### src/rtl/prio_irq_ctrl.sv
module prio_irq_ctrl #(
  parameter int NSRC = 8,
  parameter logic [NSRC-1:0] LEVEL_MASK = 8'h80,
  localparam int VW = (NSRC > 1) ? $clog2(NSRC) : 1
) (
  input  logic            clk,
  input  logic            rst_n,
  input  logic [NSRC-1:0] src_in,
  input  logic            bus_wr,
  input  logic [1:0]      bus_addr,
  input  logic [NSRC-1:0] bus_wdata,
  output logic [NSRC-1:0] bus_rdata,
  input  logic            gie_set,
  input  logic            gie_clr,
  input  logic            reti,
  input  logic            instr_done,
  input  logic            ack,
  output logic            irq_valid,
  output logic [VW-1:0]   irq_vec
);
  localparam logic [NSRC-1:0] EDGE_MASK = ~LEVEL_MASK;
  localparam logic [NSRC-1:0] ONE = {{(NSRC-1){1'b0}}, 1'b1};

  logic [NSRC-1:0] en_q, flag_q, prev_q;
  logic gie_q, hold_q;

  logic [NSRC-1:0] rise, wclr, aclr, en_n, flag_n, pend_n;
  logic accept, gie_n, hold_n, valid_d;
  logic [VW-1:0] vec_d;

  assign accept = ack & irq_valid & ~gie_clr;
  assign rise   = src_in & ~prev_q;
  assign wclr   = (bus_wr && bus_addr == 2'd1) ? bus_wdata : '0;
  assign aclr   = accept ? (ONE << irq_vec) : '0;
  assign en_n   = (bus_wr && bus_addr == 2'd0) ? bus_wdata : en_q;
  assign flag_n = ((flag_q & ~wclr & ~aclr) | rise) & EDGE_MASK;
  assign pend_n = (flag_n | (src_in & LEVEL_MASK)) & en_n;

  always_comb begin
    if (gie_clr || accept) gie_n = 1'b0;
    else if (gie_set || reti) gie_n = 1'b1;
    else gie_n = gie_q;
  end

  always_comb begin
    if ((gie_set || reti) && !gie_clr) hold_n = 1'b1;
    else if (instr_done) hold_n = 1'b0;
    else hold_n = hold_q;
  end

  always_comb begin
    vec_d = '0;
    for (int i = NSRC - 1; i >= 0; i--)
      if (pend_n[i]) vec_d = VW'(i);
  end

  assign valid_d = gie_n & ~hold_n & (|pend_n);

  always_comb begin
    case (bus_addr)
      2'd0:    bus_rdata = en_q;
      2'd1:    bus_rdata = flag_q;
      2'd2:    bus_rdata = {{(NSRC-1){1'b0}}, gie_q};
      default: bus_rdata = '0;
    endcase
  end

  always_ff @(posedge clk) begin
    if (!rst_n) begin
      en_q      <= '0;
      flag_q    <= '0;
      prev_q    <= '0;
      gie_q     <= 1'b0;
      hold_q    <= 1'b0;
      irq_valid <= 1'b0;
      irq_vec   <= '0;
    end else begin
      en_q      <= en_n;
      flag_q    <= flag_n;
      prev_q    <= src_in;
      gie_q     <= gie_n;
      hold_q    <= hold_n;
      irq_valid <= valid_d;
      irq_vec   <= vec_d;
    end
  end


  accept_drop_chk: assert property (@(posedge clk) disable iff (!rst_n)
    accept |=> (!irq_valid && !gie_q));


  clear_now_chk: assert property (@(posedge clk) disable iff (!rst_n)
    gie_clr |=> (!gie_q && !irq_valid));


  holdoff_chk: assert property (@(posedge clk) disable iff (!rst_n)
    ((gie_set || reti) && !gie_clr) |=> !irq_valid);


  vec_enabled_chk: assert property (@(posedge clk) disable iff (!rst_n)
    irq_valid |-> en_q[irq_vec]);


  edge_latch_chk: assert property (@(posedge clk) disable iff (!rst_n)
    (|(rise & EDGE_MASK)) |=> ((flag_q & $past(rise & EDGE_MASK)) == $past(rise & EDGE_MASK)));


  level_noflag_chk: assert property (@(posedge clk) disable iff (!rst_n)
    (flag_q & LEVEL_MASK) == '0);
endmodule

### config.mk
export PLATFORM = sky130hd
export DESIGN_NAME = prio_irq_ctrl
export DESIGN_NICKNAME = d
export VERILOG_FILES = /design/src/rtl/prio_irq_ctrl.sv
export SDC_FILE = /design/constraint.sdc
export NUM_CORES = 1
export LEC_CHECK = 0
export ABC_AREA = 1
export BUFFER_PORTS_ARGS = -buffer_cell sky130_fd_sc_hd__buf_4
export CORE_UTILIZATION = 25
export CTS_BUF_LIST = sky130_fd_sc_hd__clkbuf_8
export CTS_CLUSTER_SIZE = 30
export DETAILED_ROUTE_END_ITERATION = 10
export PLACE_DENSITY_LB_ADDON = 0.08
export SLEW_MARGIN = 25
export SYNTH_ARGS = -nofsm -noshare
export SYNTH_HDL_FRONTEND = slang
export SYNTH_SLANG_ARGS = --single-unit
### constraint.sdc
create_clock -name clk -period 1.7 [get_ports clk]
set_input_delay 0.085 -clock clk [delete_from_list [all_inputs] [get_ports clk]]
set_output_delay 0.085 -clock clk [all_outputs]
set_load 0.01 [all_outputs]
==> metrics.md, run 1 <==
| Metric | Value |
|---|---|
| Clock share of power | 26.4% |
| Skew-Pair Late Insertion Delay | 0.28 ns |
| Synthesized Nets | 230 |
| Worst Path Max Fanout | 5 |
| Net count, final | 277 |
| Row Count | 26 |
| Sequential share of power | 52.3% |
| Lkg Pwr | 0.0009546 µW |
| Antenna Nets Post-Route | 0 |
| Yosys cell types | 28 |
| Core ar. | 0.005238 mm² |
| Max Cap Violations | 0 |
| Cell taking the most area after synthesis | dfxtp_1 |
| Worst-case clock buffer depth | 2 |
| Cells after synthesis | 204 |
| Final min period | 1.512 ns |
| CTS clk-pin slew, worst paths | 0.10 ns |
| Die area | 0.005904 mm² |
| Hpwl dp | 2.740 mm |
| Layout cells sized above 1 | 26.51% |
| First-pass GRT wire length | 5.934 mm |
| Die height | 76.84 µm |
| P per Cell Area | 739.1 mW/mm² |
| Fin crit share | 88.92% |
| Vias per cell | 4.113 |
| Inst Count DP | 309 |
| Detailed Routing Iterations Pass 1 | 5 |
| WL final | 3.599 mm |
| Total CTS buffers | 3 |
| Worst-Margin Slew | 0.3834 ns |
| Dpl ws | 0.2074 ns |
| Combinational Power Share | 21.3% |
| Total Routing Usage GR | 13.00% |
| Clk sinks | 28 |
| Vias in the first global route | 1236 |
| Hold Path Class | primary input to register |
| GRT overflow | 0 |
| Pins Over Slew Limit | 0 |
| 1st-iter DRT viols | 54 |
| Root buffer cell | clkbuf_8 |
| Switching share of power | 28.23% |
| Die W | 76.84 µm |
| Sequential area share after synthesis | 40.04% |
| CP Launch Type | primary input |
| Met1 GRT Util | 16.65% |
| # fillers | 559 |
| Rel. slew slack | 74.37% |
| DR WL/cell | 11.28 µm |
| Setup Crit Path Kind | primary input to register |
| Buffers on Ports | 37 |
| Non-Filler Instances | 319 |
| Worst Setup EP | irq_vec[1] |
| Cell types occupying the most area after synthesis | dfxtp_1 40%, nand2_1 14%, inv_1 11% |
| RePlAce Congestion | 0.8016 |
| Post-synth top area share | 40.04% |
| Starting Density | 26.73% |
| Status | finished, final reports clean |
| Initial antenna violation count | 0 |
| Worst vdd ir | 0.3651 mV |
| Psw | 388.7 µW |
| Data required, critical path | 1.88 ns |
| Hold Violations, Final | 0 |
| Cell Area, Synth | 0.001400 mm² |
| Syn. warnings | 0 |
| Syn-to-layout area delta | 33.07% |
| Top Ports | 38 |
| DRC viols | 0 |
| FF-to-FF End | irq_vec[1] |
| H-Tree Depth | 1 |
| Met2 Resource Use GR | 21.88% |
| Yosys reg bits | 28 |
| Antenna diode count | 0 |
| Most Crowded Layer GR | met2 |
| Worst Setup SP | gie_clr |
| Vias | 1312 |
| R2R depth | 9 |
| M3 GR Usage | 2.738% |
| Post-route setup TNS | 0 ns |
| R2R Setup Slk | 0.29 ns |
| Worst EP arrival | 1.69 ns |
| CTS tree | done |
| FMAX | 661.5 MHz |
| Pin count of the biggest net entering global routing | 17 |
| Internal Power | 988.3 µW |
| Worst setup EP type | register |
| Worst reg2reg startpoint | irq_valid |
| Slack of the critical path | 0.1883 ns |
| RSZ-0062 raised after global routing | false |
| Clock skew | 0.007673 ns |
| Setup-failing EPs final | 0 |
| Syn avg cell area | 6.863 µm² |
[layer usage]
| metal | routed length (µm) | vias up |
|---|---|---|
| met2 | 1650 | 35 |
| met1 | 1787 | 560 |
| met3 | 146 | 2 |
| li1 | - | 715 |
| met5 | 0 | - |
| met4 | 15 | 0 |
[cells by family (layout without fill, tap and decap cells)]
kind of cell | count (synthesis) | after routing | share of synthesized area, %
simple gates | 98 | 98 | 31.10
flops | 28 | 28 | 40.04
buf+inv | 48 | 93 | 13.94
compound gates | 30 | 30 | 14.93
[state kept, by name (all words and copies together) (netlist names)]
| register | flops |
|---|---|
| irq_vec | 3 |
| hold_q | 1 |
| prev_q | 7 |
| irq_valid | 1 |
| flag_q | 7 |
| en_q | 8 |
| gie_q | 1 |
[cell usage after synthesis, drive strengths merged]
cell type,n
nor2,26
o21bai,1
buf,3
a31oi,1
a2111oi,1
a21oi,7
a22o,2
a21o,1
inv,45
nor3,4
o21ai,16
nand3,6
nand4,4
nand2,58
dfxtp,28
o211ai,1
[repair_timing]
| action | in CTS | in global routing |
|---|---|---|
| setup buffers | 0 | 0 |
| gates resized for setup | 0 | 1 |
| endpoints found under the hold margin | 7 | 0 |
| hold buffers | 7 | 0 |
| setup endpoints to repair | 0 | 3 |
[layout by cell type, fill, tap and decap left out]
| cell | count |
|---|---|
| buf_4 | 38 |
| o21bai_1 | 1 |
| o211ai_1 | 1 |
| nor2_2 | 1 |
| nor2_4 | 2 |
| o21ai_4 | 1 |
| nor3_2 | 1 |
| o21ai_1 | 4 |
| inv_2 | 5 |
| a2111oi_1 | 1 |
| nand3_1 | 5 |
| dfxtp_1 | 28 |
| a22o_1 | 2 |
| nor2_1 | 23 |
| clkbuf_8 | 3 |
| o21ai_0 | 6 |
| inv_1 | 40 |
| nand3_2 | 1 |
| nand2_4 | 1 |
| nor3_1 | 3 |
| a21oi_2 | 2 |
| a31oi_1 | 1 |
| a21oi_1 | 5 |
| o21ai_2 | 5 |
| nand2_2 | 6 |
| a21o_1 | 1 |
| nand2_1 | 51 |
| nand4_1 | 4 |
| dlygate4sd3_1 | 7 |
[power groups by stage]
stage	sequential [µW]	combinational [µW]	clock [µW]
3_3_place_gp	736	286	0
5_1_grt	725	335	410
3_5_place_dp	735	283	0
2_1_floorplan	733	165	0
4_1_cts	720	297	383
6_report	721	294	363
[stage by stage]
step / hold slack [ns] / utilization (%) / power, µW / area (µm²)
floorplan: 0.1785 / - / 898.6 / 1400
global placement: 0.2749 / 33.35 / 1022 / 1747
detailed placement: 0.2770 / 33.35 / 1018 / 1747
CTS: 0.0006584 / 35.48 / 1400 / 1858
global route: 0.01485 / 35.57 / 1470 / 1863
finish: 0.01004 / 35.57 / 1377 / 1863
[worst max-delay path, cell delays in order]
cell,delay [ns]
dlygate4sd3_1,0.53
buf_4,0.14
inv_1,0.06
nand3_2,0.11
inv_1,0.11
nand4_1,0.10
nand3_1,0.11
nand2_1,0.05
nand2_1,0.08
nand2_1,0.10
a31oi_1,0.16
nor2_1,0.05
[final cells by class]
class / instances / area, µm² / share of cell area [%]
repair buffers: 45 / 355.3 / 19.07
clock buffers: 3 / 41.29 / 2.216
multi-input cells: 128 / 649.4 / 34.86
well taps: 70 / 87.58 / 4.701
inverters: 45 / 168.9 / 9.066
flip-flops and latches: 28 / 560.5 / 30.09
[how the worst min path moves through the flow]
stage / from / endpoint / slack (ns) / cells past startpoint
floorplan: src_in[0] / prev_q[0] / 0.18 / 2
global placement: src_in[1] / prev_q[1] / 0.27 / 3
detailed placement: src_in[4] / prev_q[4] / 0.28 / 3
CTS: src_in[6] / prev_q[6] / 0.0007 / 3
global route: src_in[6] / prev_q[6] / 0.01 / 3
finish: src_in[6] / prev_q[6] / 0.01 / 3
Power figures use the tool's default switching activity.
==> run 2, diff against run 1 <==
--- a/config.mk
+++ b/config.mk
@@ -12,6 +12,7 @@
 export CTS_CLUSTER_SIZE = 30
 export DETAILED_ROUTE_END_ITERATION = 10
 export PLACE_DENSITY_LB_ADDON = 0.08
+export RECOVER_POWER = 100
 export SLEW_MARGIN = 25
 export SYNTH_ARGS = -nofsm -noshare
 export SYNTH_HDL_FRONTEND = slang
==> run 2 against run 1 <==
Effect of this change:
- sequential power barely moved
- critical endpoint is now irq_valid
- sequential share of layout area rose by 1.4 points
- setup slack improved by 0.0040 ns
- combinational power fell by 8.8%
- die area did not move
- critical path depth fell by 2
- register-to-register slack got worse by 0.06 ns
==> metrics.md, run 2 (synthesized netlist as in run 1, its figures left out) <==
| Metric | Value |
|---|---|
| Layout cells sized above 1 | 18.88% (was 26.51%) |
| Hold Path Cell Cnt | 3 (unchanged) |
| Worst Path Max Fanout | 5 (unchanged) |
| Net count, final | 277 (unchanged) |
| Initial antenna violation count | 0 (unchanged) |
| CP peak stage delay | 0.53 ns (about the same) |
| Worst EP arrival | 1.68 ns (was 1.69 ns) |
| Worst setup EP type | register (unchanged) |
| RePlAce Congestion | 0.8016 (unchanged) |
| Max reg flops | 8 (unchanged) |
| P per Cell Area | 758.0 mW/mm² (was 739.1 mW/mm²) |
| Top Ports | 38 (unchanged) |
| CP Launch Type | primary input (unchanged) |
| Post-route setup TNS | 0 ns (unchanged) |
| Top flop regs | en_q (8), flag_q (7), prev_q (7) (unchanged) |
| Setup-failing EPs final | 0 (unchanged) |
| CP Buf/Inv Count | 3 (was 4) |
| DR WL/cell | 11.27 µm (was 11.28 µm) |
| Rel. slew slack | 54.65% (was 74.37%) |
| Worst reg2reg startpoint | irq_vec[1] (was irq_valid) |
| Largest Register | en_q (unchanged) |
| Hold Path Class | primary input to register (unchanged) |
| Hold Path End | prev_q[6] (unchanged) |
| Worst-case clock buffer depth | 2 (unchanged) |
| FF-to-FF End | irq_vec[2] (was irq_vec[1]) |
| Lkg Pwr | 0.0008862 µW (was 0.0009546 µW) |
| Vias per cell | 4.122 (was 4.113) |
| Row Count | 26 (unchanged) |
| Die area | 0.005904 mm² (unchanged) |
| Detailed Routing Iterations Pass 1 | 6 (was 5) |
| Hold_sp | src_in[6] (unchanged) |
| CTS clk-pin slew, worst paths | 0.10 ns (about the same) |
| Crit path max-delay cell type | dlygate4sd3_1 (unchanged) |
| Crit path cell chain | dlygate4sd3_1 > clkbuf_1 > inv_1 > nand3_2 > nor3_1 > o21ai_0 > nand2_2 > nand2_1 > nor2_2 > a21oi_1 (was dlygate4sd3_1 > buf_4 > inv_1 > nand3_2 > inv_1 > nand4_1 > nand3_1 > nand2_1 > nand2_1 > nand2_1 > a31oi_1 > nor2_1) |
| Hold Violations, Final | 0 (unchanged) |
| Syn-to-layout area delta | 27.26% (was 33.07%) |
| Worst vdd ir | 0.3636 mV (was 0.3651 mV) |
| DRC viols | 0 (unchanged) |
| WL final | 3.595 mm (was 3.599 mm) |
| CP top delay family | buffers and inverters (unchanged) |
| Slack of the critical path | 0.1923 ns (was 0.1883 ns) |
| Vias | 1315 (was 1312) |
| Total CTS buffers | 3 (unchanged) |
| Total Routing Usage GR | 13.00% (unchanged) |
| Max Cap Violations | 0 (unchanged) |
| Antenna diode count | 0 (unchanged) |
| Multi-input gate area | 623.1 µm² (was 649.4 µm²) |
| CTS tree | done (unchanged) |
| Die height | 76.84 µm (unchanged) |
| Buffers on Ports | 37 (unchanged) |
| Vias in the first global route | 1236 (unchanged) |
| Clk sinks | 28 (unchanged) |
| Hpwl dp | 2.740 mm (unchanged) |
| Starting Density | 26.73% (unchanged) |
| FMAX | 663.3 MHz (was 661.5 MHz) |
| RSZ-0062 raised after global routing | false (unchanged) |
| Worst-Margin Slew | 0.6786 ns (was 0.3834 ns) |
| Skew-Pair Late Insertion Delay | 0.28 ns (about the same) |
| Commonest non-fill, non-tap cells in the layout | 53 x nand2_1, 41 x inv_1, 28 x dfxtp_1, 23 x nor2_1, 17 x buf_4 (was 51 x nand2_1, 40 x inv_1, 38 x buf_4, 28 x dfxtp_1, 23 x nor2_1) |
| Data required, critical path | 1.88 ns (about the same) |
| Layout Utilization | 34.02% (was 35.57%) |
| GRT overflow | 0 (unchanged) |
| Setup Crit Path Kind | primary input to register (unchanged) |
| Setup Fix Bufs, Post-CTS | 0 (unchanged) |
| Final min period | 1.508 ns (was 1.512 ns) |
| Fin crit share | 88.69% (was 88.92%) |
| Pin count of the biggest net entering global routing | 17 (unchanged) |
| Storage cell area | 560.5 µm² (unchanged) |
| Root buffer cell | clkbuf_8 (unchanged) |
| Die W | 76.84 µm (unchanged) |
| Core ar. | 0.005238 mm² (unchanged) |
| Antenna Nets Post-Route | 0 (unchanged) |
| R2R depth | 8 (was 9) |
| Commonest non-fill, non-tap cell in the layout | nand2_1 (unchanged) |
| Clock skew | 0.007489 ns (was 0.007673 ns) |
| R2R Setup Slk | 0.23 ns (was 0.29 ns) |
| 1st-iter DRT viols | 57 (was 54) |
| First-pass GRT wire length | 5.934 mm (unchanged) |
| H-Tree Depth | 1 (unchanged) |
| Pins Over Slew Limit | 0 (unchanged) |
| Dpl ws | 0.2074 ns (unchanged) |
| # fillers | 574 (was 559) |
| Status | finished, final reports clean (unchanged) |
-- run 2: tightest hold or removal path, cell delays in order --
cell and delay (ns):
buf_4 0.08, nand2_1 0.04, inv_1 0.05
-- run 2: worst max path at each step --
stage                          from    endpoint  slack [ns]  cells after the start
final                       gie_clr   irq_valid        0.19                     10
after CTS                   gie_clr  irq_vec[1]        0.09                     12
after detailed placement  irq_valid  irq_vec[1]        0.21                      9
after global placement    irq_valid  irq_vec[1]        0.19                      9
after global routing        gie_clr  irq_vec[1]        0.01                     12
after floorplan           irq_valid  irq_vec[1]        0.42                      9
-- run 2: area by class of cell --
class	count	area share (%)
tap	70	4.916
clock buffer	3	2.317
inverter	45	9.480
multi-input combinational	128	34.97
sequential	28	31.46
timing repair buffer	45	16.85
-- run 2: what timing repair did --
action                                  in CTS  in global routing
endpoints found under the setup margin       0                  3
resized for setup                            0                  1
hold endpoints to repair                     7                  0
hold buffers                                 7                  0
-- run 2: through the flow --
| stage | std cells | hold slack, ns | total power (µW) | instance area [µm²] |
|---|---|---|---|---|
| after floorplan | 204 | 0.1785 | 898.6 | 1400 |
| after global placement | 309 | 0.2749 | 1022 | 1747 |
| after detailed placement | 309 | 0.2770 | 1018 | 1747 |
| after CTS | 319 | 0.0006584 | 1400 | 1858 |
| after global routing | 319 | 0.01485 | 1443 | 1782 |
| final | 319 | 0.01231 | 1351 | 1782 |
-- run 2: routing by layer --
metal / global-route usage (%) / wire, µm
met1: 16.65 / 1819
met3: 2.738 / 130
met2: 21.88 / 1629
met4: 3.462 / 15
met5: 0 / 0
-- run 2: power breakdown --
group	switching [µW]	internal, µW	total (µW)
sequential	23.0	697	720
combinational	157	111	268
clock	203	159	362
